==> src/rtl/uftx_pkg.sv <==
package uftx_pkg;
  // Strobes from sequencer to datapath, at most one high per cycle
  typedef struct packed {
    logic load;        // capture character, drive start bit
    logic nextData;    // drive next data bit
    logic sendParity;  // drive parity bit
    logic sendStop;    // drive stop level
  } txStrobe_t;

  typedef enum logic [2:0] {
    ST_IDLE, ST_START, ST_DATA, ST_PARITY, ST_STOP
  } txState_t;
endpackage

==> src/rtl/uftx_ctrl.sv <==
module uftx_ctrl
  import uftx_pkg::*;
#(
  parameter int OVERSAMPLE = 16,
  parameter int DATA_MAX   = 8
) (
  input  logic       clk,
  input  logic       rstN,
  input  logic       tickEn,
  input  logic       txValid,
  input  logic [1:0] widthSel,
  input  logic       parityOn,
  input  logic [1:0] stopSel,
  output logic       txReady,
  output logic       busy,
  output txStrobe_t  strobe
);
  localparam int TW   = $clog2(OVERSAMPLE);
  localparam int HALF = OVERSAMPLE / 2;
  localparam int BW   = $clog2(DATA_MAX);

  txState_t        state;
  logic [TW-1:0]   tickCnt;
  logic [BW-1:0]   bitCnt;
  logic [BW-1:0]   lastBit;
  logic            parOnQ;
  logic [1:0]      halfCnt;
  logic [1:0]      stopHalvesM1;

  logic bitDone, halfDone;
  assign bitDone  = tickEn && (tickCnt == TW'(OVERSAMPLE - 1));
  assign halfDone = tickEn && (tickCnt == TW'(HALF - 1));

  assign txReady = (state == ST_IDLE);
  assign busy    = (state != ST_IDLE);

  always_comb begin
    strobe = '0;
    unique case (state)
      ST_IDLE:   strobe.load = txValid;
      ST_START:  strobe.nextData = bitDone;
      ST_DATA:
        if (bitDone) begin
          if (bitCnt != lastBit)  strobe.nextData   = 1'b1;
          else if (parOnQ)        strobe.sendParity = 1'b1;
          else                    strobe.sendStop   = 1'b1;
        end
      ST_PARITY: strobe.sendStop = bitDone;
      default:   ;
    endcase
  end

  always_ff @(posedge clk) begin
    if (!rstN) begin
      state        <= ST_IDLE;
      tickCnt      <= '0;
      bitCnt       <= '0;
      lastBit      <= '0;
      parOnQ       <= 1'b0;
      halfCnt      <= '0;
      stopHalvesM1 <= '0;
    end else begin
      if (tickEn) tickCnt <= tickCnt + 1'b1;
      unique case (state)
        ST_IDLE: begin
          tickCnt <= '0;
          if (txValid) begin
            state        <= ST_START;
            lastBit      <= BW'(DATA_MAX - 4) + BW'(widthSel);
            parOnQ       <= parityOn;
            stopHalvesM1 <= (stopSel == 2'd0) ? 2'd1 :
                            (stopSel == 2'd1) ? 2'd2 : 2'd3;
          end
        end
        ST_START:
          if (bitDone) begin
            state   <= ST_DATA;
            bitCnt  <= '0;
            tickCnt <= '0;
          end
        ST_DATA:
          if (bitDone) begin
            tickCnt <= '0;
            halfCnt <= '0;
            if (bitCnt != lastBit) bitCnt <= bitCnt + 1'b1;
            else                   state  <= parOnQ ? ST_PARITY : ST_STOP;
          end
        ST_PARITY:
          if (bitDone) begin
            state   <= ST_STOP;
            tickCnt <= '0;
            halfCnt <= '0;
          end
        ST_STOP:
          if (halfDone) begin
            tickCnt <= '0;
            if (halfCnt == stopHalvesM1) state   <= ST_IDLE;
            else                         halfCnt <= halfCnt + 1'b1;
          end
        default: state <= ST_IDLE;
      endcase
    end
  end
endmodule

==> src/rtl/uftx_dpath.sv <==
module uftx_dpath
  import uftx_pkg::*;
#(
  parameter int DATA_MAX = 8
) (
  input  logic                clk,
  input  logic                rstN,
  input  txStrobe_t           strobe,
  input  logic [DATA_MAX-1:0] txData,
  input  logic                parityOdd,
  output logic                txLine
);
  logic [DATA_MAX-1:0] shiftQ;
  logic                parAcc;
  logic                oddQ;
  logic                lineQ;

  assign txLine = lineQ;

  always_ff @(posedge clk) begin
    if (!rstN) begin
      shiftQ <= '0;
      parAcc <= 1'b0;
      oddQ   <= 1'b0;
      lineQ  <= 1'b1;
    end else if (strobe.load) begin
      shiftQ <= txData;
      parAcc <= 1'b0;
      oddQ   <= parityOdd;
      lineQ  <= 1'b0;
    end else if (strobe.nextData) begin
      // Only bits in use are ever shifted out, so parity covers just those
      lineQ  <= shiftQ[0];
      parAcc <= parAcc ^ shiftQ[0];
      shiftQ <= shiftQ >> 1;
    end else if (strobe.sendParity) begin
      lineQ <= parAcc ^ oddQ;
    end else if (strobe.sendStop) begin
      lineQ <= 1'b1;
    end
  end
endmodule

==> src/rtl/uart_frame_tx.sv <==
module uart_frame_tx
  import uftx_pkg::*;
#(
  parameter int OVERSAMPLE = 16,
  parameter int DATA_MAX   = 8
) (
  input  logic                clk,
  input  logic                rstN,
  input  logic                tickEn,
  input  logic [DATA_MAX-1:0] txData,
  input  logic                txValid,
  output logic                txReady,
  input  logic [1:0]          widthSel,
  input  logic                parityOn,
  input  logic                parityOdd,
  input  logic [1:0]          stopSel,
  output logic                txLine,
  output logic                busy
);
  txStrobe_t strobe;

  uftx_ctrl #(.OVERSAMPLE(OVERSAMPLE), .DATA_MAX(DATA_MAX)) uCtrl (
    .clk(clk), .rstN(rstN), .tickEn(tickEn), .txValid(txValid),
    .widthSel(widthSel), .parityOn(parityOn), .stopSel(stopSel),
    .txReady(txReady), .busy(busy), .strobe(strobe)
  );

  uftx_dpath #(.DATA_MAX(DATA_MAX)) uDpath (
    .clk(clk), .rstN(rstN), .strobe(strobe), .txData(txData),
    .parityOdd(parityOdd), .txLine(txLine)
  );
endmodule

==> config.mk <==
export PLATFORM = sky130hd
export DESIGN_NAME = uart_frame_tx
export DESIGN_NICKNAME = d
export VERILOG_FILES = /design/src/rtl/uftx_pkg.sv /design/src/rtl/uftx_ctrl.sv /design/src/rtl/uftx_dpath.sv /design/src/rtl/uart_frame_tx.sv
export SDC_FILE = /design/constraint.sdc
export NUM_CORES = 1
export LEC_CHECK = 0
export BUFFER_PORTS_ARGS = -buffer_cell sky130_fd_sc_hd__buf_4
export CORE_MARGIN = 4
export CORE_UTILIZATION = 50
export CTS_CLUSTER_DIAMETER = 40
export CTS_CLUSTER_SIZE = 28
export DETAILED_ROUTE_END_ITERATION = 10
export GPL_ROUTABILITY_DRIVEN = 0
export GPL_TIMING_DRIVEN = 1
export PLACE_DENSITY = 0.76
export SLEW_MARGIN = 20
export SYNTH_ARGS = -nofsm -noshare
export SYNTH_HDL_FRONTEND = slang
export SYNTH_SLANG_ARGS = --single-unit
==> constraint.sdc <==
create_clock -name clk -period 2 [get_ports clk]
set_input_delay 0.5 -clock clk [delete_from_list [all_inputs] [get_ports clk]]
set_output_delay 0.5 -clock clk [all_outputs]
set_load 0.03 [all_outputs]
==> results of run 1 <==
report_power, final:
part,switching [mW],internal (mW),total [mW]
combinational,0.0877,0.0760,0.164
clock,0.189,0.166,0.355
sequential,0.0230,0.606,0.629
tightest hold or removal path, cell delays in order:
cell,delay [ps]
buf_4,110
nand2_1,50
a21oi_1,50
final cells by class:
| cell class | instances | area (um^2) |
|---|---|---|
| multi-input combinational | 132 | 771 |
| fill | 236 | 1080 |
| sequential | 29 | 581 |
| timing repair buffer | 25 | 188 |
| clock buffer | 7 | 55.1 |
| inverter | 6 | 22.5 |
| tap | 31 | 38.8 |
logic make-up after synthesis:
| group | Yosys count | share of synthesized area [%] |
|---|---|---|
| AO/OA/AOI/OAI | 51 | 22.1 |
| multiplexers | 5 | 3.50 |
| AND/OR/NAND/NOR | 64 | 20.5 |
| flip-flops | 29 | 40.6 |
| adder cells (fa/ha/maj) | 2 | 1.75 |
| XOR/XNOR | 10 | 6.13 |
| buffers and inverters | 15 | 5.43 |
synthesized netlist by cell type, drive strengths merged:
| master | number | area share [%] |
|---|---|---|
| a211oi | 1 | 0.53 |
| a21o | 1 | 0.53 |
| a21oi | 26 | 9.1 |
| a221o | 1 | 0.70 |
| a221oi | 1 | 0.61 |
| a311oi | 1 | 1.1 |
| a31o | 1 | 0.61 |
| a32o | 1 | 0.70 |
| a41o | 1 | 0.70 |
| and2 | 1 | 0.44 |
| and3 | 2 | 0.88 |
| buf | 6 | 3.1 |
| clkbuf | 3 | 0.79 |
| dfxtp | 29 | 41 |
| ha | 2 | 1.8 |
| inv | 6 | 1.6 |
| mux2i | 5 | 3.5 |
| nand2 | 26 | 6.8 |
| nand2b | 2 | 0.88 |
| nand3 | 3 | 1.1 |
| nand4 | 2 | 0.88 |
| nor2 | 17 | 4.6 |
| nor2b | 1 | 0.44 |
| nor3 | 5 | 2.1 |
| nor3b | 1 | 0.53 |
| nor4 | 1 | 0.44 |
| o211ai | 2 | 1.4 |
| o21a | 1 | 0.61 |
| o21ai | 11 | 3.9 |
| o22ai | 1 | 0.44 |
| o32ai | 2 | 1.2 |
| or3 | 2 | 0.88 |
| or4 | 1 | 0.53 |
| xnor2 | 6 | 3.7 |
| xor2 | 4 | 2.5 |
state kept, by name, summed over array words and instances (netlist names):
signal              cells
uDpath.shiftQ           8
uCtrl.tickCnt           4
uCtrl.bitCnt            3
uCtrl.lastBit           3
uCtrl.state             3
uCtrl.halfCnt           2
uCtrl.stopHalvesM1      2
uCtrl.parOnQ            1
uDpath.oddQ             1
uDpath.parAcc           1
uDpath.txLine           1
worst paths after layout:
check | from | endpoint | slack [ps] | cells past startpoint
setup reg to reg | uCtrl.tickCnt[0] | uDpath.shiftQ[7] | 180 | 6
setup / recovery | uCtrl.state[0] | busy | 140 | 3
hold / removal | widthSel[0] | uCtrl.lastBit[0] | 420 | 3
hold reg to reg | uDpath.shiftQ[3] | uDpath.shiftQ[3] | 450 | 2
through the flow:
| step | power (mW) | area [um^2] |
|---|---|---|
| floorplan | 0.745 | 1430 |
| global placement | 0.802 | 1600 |
| detailed placement | 0.805 | 1600 |
| CTS | 1.16 | 1660 |
| global route | 1.21 | 1660 |
| finish | 1.15 | 1660 |
layer usage:
metal,wire (um),vias up,part of all wire [%],GRT usage [%]
met4,41,0,1.3,6.67
li1,-,661,-,-
met3,198,4,6.3,5.87
met5,0,-,0,0
met1,1410,586,45,22.7
met2,1480,38,47,31.1
==> results.toml, run 1 <==
[route]
final_antenna_net_count = 0
wl_um = 3130
wl_per_cell_um = 13.6
drc_errors = 0
vias = 1289
drtPass1Iterations = 4
drtIter0Drc = 59
via_per_inst = 5.60

[placement]
io_buffers = 20
dp.cells = 223
place_ws_ps = 174
hpwl_um = 2340

[timing]
slew_headroom_pct = 61.5
rsz0062_at_grt = "no"
fmax_mhz = 537
hold_slack_ps = 422
worst_slack_ps = 137
hold_viol_final = 0
setup_viol = 0
tns_ps = 0
worst_pin_slew_ps = 574
layout_min_cycle_time_ps = 1860
fin_crit_sh_pct = 93.2
finalClockSkew_ps = 9.56
maxSlewViolCount = 0

[grt]
grt_use_total_pct = 18.7
grt-ovfl-total = 0
antenna_found_initial = 0
grt_start_max_net_pins = 15
grt_pass1_vias = 1215
grt_pass1_wl_um = 5270

[clocking]
ctsHoldBuffers = 0
cts_tree = "yes"
cts_made_buffers = 5
clk_pin_slew_ps = 90
cts_resized = 0
cts.sinks = 29
max-clock-path-buffers = 2
clk-insertion-delay-late_ps = 320
cts_root_buf = "clkbuf_4"
cts_setup_buffers = 0
h-tree-depth = 2

[worst_hold_path]
hp-class = "in2reg"

[final_layout]
layout_commonest_cell = "dfxtp_1"
area_delta_synth_final_pct = 15.8
nets = 219
fin_util_pct = 60.5
drive_above_1_share_pct = 18.1
fin_cells = 230
antenna_cells = 0
final_cell_mix = "dfxtp_1, nand2_1, a21oi_1"

[floorplan]
io_pins = 21
start_util_pct = 52.3
die_w_um = 61.5
fp.dieArea_mm2 = 0.00378
core_mm2 = 0.00273
row_count = 19
fp.dieH_um = 61.5

[logic_synthesis]
synthCells = 176
syn_area_mm2 = 0.00143
seq_area_frac_synth_pct = 40.6
synth_seq_cells = 29
syn_area_per_cell_um2 = 8.12
synth_nets = 196
yosysWarnings = 0
synth.distinct_cells = 41

[run]
maxCapViolations = 0

[power]
power-per-cell-area_mw_per_mm2 = 693
p_leak_nw = 0.662
ir_worst_vdd_mv = 0.588

[worst_setup_path]
crit_arrival_ps = 1360
cp_max_fo = 11
path_buf_inv = 2
end_kind = "output pin"
crit_type = "reg2out"
crit_slowest_cell = "dfxtp_1"
worstPathRequired_ps = 1500
start_kind = "flop"
path_cells = "nor3_2, inv_1, buf_4"
crit_family = "flip-flops"
critPathMaxStageDelay_ps = 430

[run_status]
status = "complete, no violations"
(Power assumes the default switching activity.)
==> inputs of run 2 (changes only) <==
--- a/config.mk
+++ b/config.mk
@@ -7,13 +7,13 @@
 export LEC_CHECK = 0
 export BUFFER_PORTS_ARGS = -buffer_cell sky130_fd_sc_hd__buf_4
 export CORE_MARGIN = 4
-export CORE_UTILIZATION = 50
+export CORE_UTILIZATION = 45
 export CTS_CLUSTER_DIAMETER = 40
 export CTS_CLUSTER_SIZE = 28
 export DETAILED_ROUTE_END_ITERATION = 10
 export GPL_ROUTABILITY_DRIVEN = 0
 export GPL_TIMING_DRIVEN = 1
-export PLACE_DENSITY = 0.76
+export PLACE_DENSITY = 0.7
 export SLEW_MARGIN = 20
 export SYNTH_ARGS = -nofsm -noshare
 export SYNTH_HDL_FRONTEND = slang
==> results.toml, run 2 (synthesis results as in run 1) <==
[power]
p_leak_nw = 0.674
power-per-cell-area_mw_per_mm2 = 758
cellInternalPower_uw = 980
power_switching_uw = 308
ir_worst_vdd_mv = 0.459
totalPowerFinal_mw = 1.29
seqPwrFrac_pct = 49.0
swShare_pct = 23.9
clockPowerShare_pct = 38.4
pwr-share-comb_pct = 12.7

[worst_setup_path]
reg2reg_depth = 5
crit_path_end = "busy"
r2r_end = "uDpath.shiftQ[7]"
worstPathRequired_ps = 1500
regToRegStartpoint = "uCtrl.state[1]"
crit_type = "reg2out"
end_kind = "output pin"
startpoint = "uCtrl.state[0]"
r2r_setup_slack_ps = 190
cp_max_fo = 11
crit_arrival_ps = 1350
start_kind = "flop"

[worst_hold_path]
hp-class = "in2reg"

[clocking]
h-tree-depth = 2
cts_root_buf = "clkbuf_4"
cts_setup_buffers = 0
cts_made_buffers = 5
cts.sinks = 29
clk-insertion-delay-late_ps = 320
cts_tree = "yes"
clk_pin_slew_ps = 80
max-clock-path-buffers = 2

[placement]
hpwl_um = 2430
dp.cells = 235
place_ws_ps = 212
io_buffers = 20

[route]
wl_um = 3180
final_antenna_net_count = 0
drtIter0Drc = 119
via_per_inst = 5.46
wl_per_cell_um = 13.1
vias = 1327
drtPass1Iterations = 4
drc_errors = 0

[grt]
grt_pass1_wl_um = 5460
grt_start_max_net_pins = 15
grt-ovfl-total = 0
grt_use_total_pct = 16.7
antenna_found_initial = 0
grt_pass1_vias = 1248

[timing]
tns_ps = 0
worst_pin_slew_ps = 581
slew_headroom_pct = 61.0
finalClockSkew_ps = 11.6
rsz0062_at_grt = "no"
fin_crit_sh_pct = 92.5
fmax_mhz = 540
hold_slack_ps = 426
layout_min_cycle_time_ps = 1850
maxSlewViolCount = 0
worst_slack_ps = 149
setup_viol = 0
hold_viol_final = 0

[floorplan]
die_w_um = 64.4
fp.dieH_um = 64.4
fp.dieArea_mm2 = 0.00414
row_count = 20
core_mm2 = 0.00305
io_pins = 21
start_util_pct = 46.8

[final_layout]
regMostFlops = "uDpath.shiftQ"
drive_above_1_share_pct = 18.1
largest_register_ffs = 8
area_delta_synth_final_pct = 19.0
nets = 218
final_cell_mix = "dfxtp_1, nand2_1, a21oi_1"
layout_commonest_cell = "dfxtp_1"
reg.largest.list = "uDpath.shiftQ (8), uCtrl.tickCnt (4)"
antenna_cells = 0
fin_cells = 243

[run]
maxCapViolations = 0

[run_status]
status = "complete, no violations"
[run 2: metal layers]
| metal | global-route usage, % | vias up | wire length (um) |
|---|---|---|---|
| met4 | 7.92 | 0 | 57 |
| met1 | 19.4 | 631 | 1390 |
| li1 | - | 659 | - |
| met5 | 0 | - | 0 |
| met3 | 4.22 | 7 | 123 |
| met2 | 28.5 | 30 | 1610 |
[run 2: power groups by stage]
stage	Sequential, mW	Clock, mW	Combinational, mW
floorplan	0.637	0	0.108
global placement	0.642	0	0.158
detailed placement	0.643	0	0.162
CTS	0.630	0.502	0.163
global route	0.635	0.529	0.184
finish	0.631	0.494	0.163
[run 2: worst min-delay path by stage]
stage | from | slack [ps] | endpoint | cells after the start
6_report | parityOdd | 430 | uDpath.oddQ | 3
5_1_grt | widthSel[0] | 420 | uCtrl.lastBit[0] | 3
4_1_cts | widthSel[0] | 420 | uCtrl.lastBit[0] | 3
3_5_place_dp | uDpath.shiftQ[6] | 450 | uDpath.shiftQ[6] | 2
3_3_place_gp | uDpath.shiftQ[6] | 440 | uDpath.shiftQ[6] | 2
2_1_floorplan | uDpath.shiftQ[1] | 430 | uDpath.shiftQ[1] | 2
[run 2: cell type report]
class,count,area (um^2)
repair buffers,24,180
clock inverters,1,30.0
fillers,310,1350
inverters,6,22.5
multi-input cells,132,777
clock buffers,7,55.1
well taps,44,55.1
flip-flops and latches,29,581
[run 2: repair_timing]
item,in CTS,in global routing
endpoints found under the setup margin,0,1
hold buffers,0,0
gates resized for setup,0,1
[run 2: metrics by stage]
step / utilization (%) / area, um^2
after floorplan: - / 1430
after global placement: 52.7 / 1610
after detailed placement: 52.7 / 1610
after CTS: 55.5 / 1690
after global routing: 55.7 / 1700
final: 55.7 / 1700
[run 2: critical path, cell delays in order (launching register included)]
cell     delay (ps)
dfxtp_1         450
nor3_4          350
inv_1            70
buf_4           170
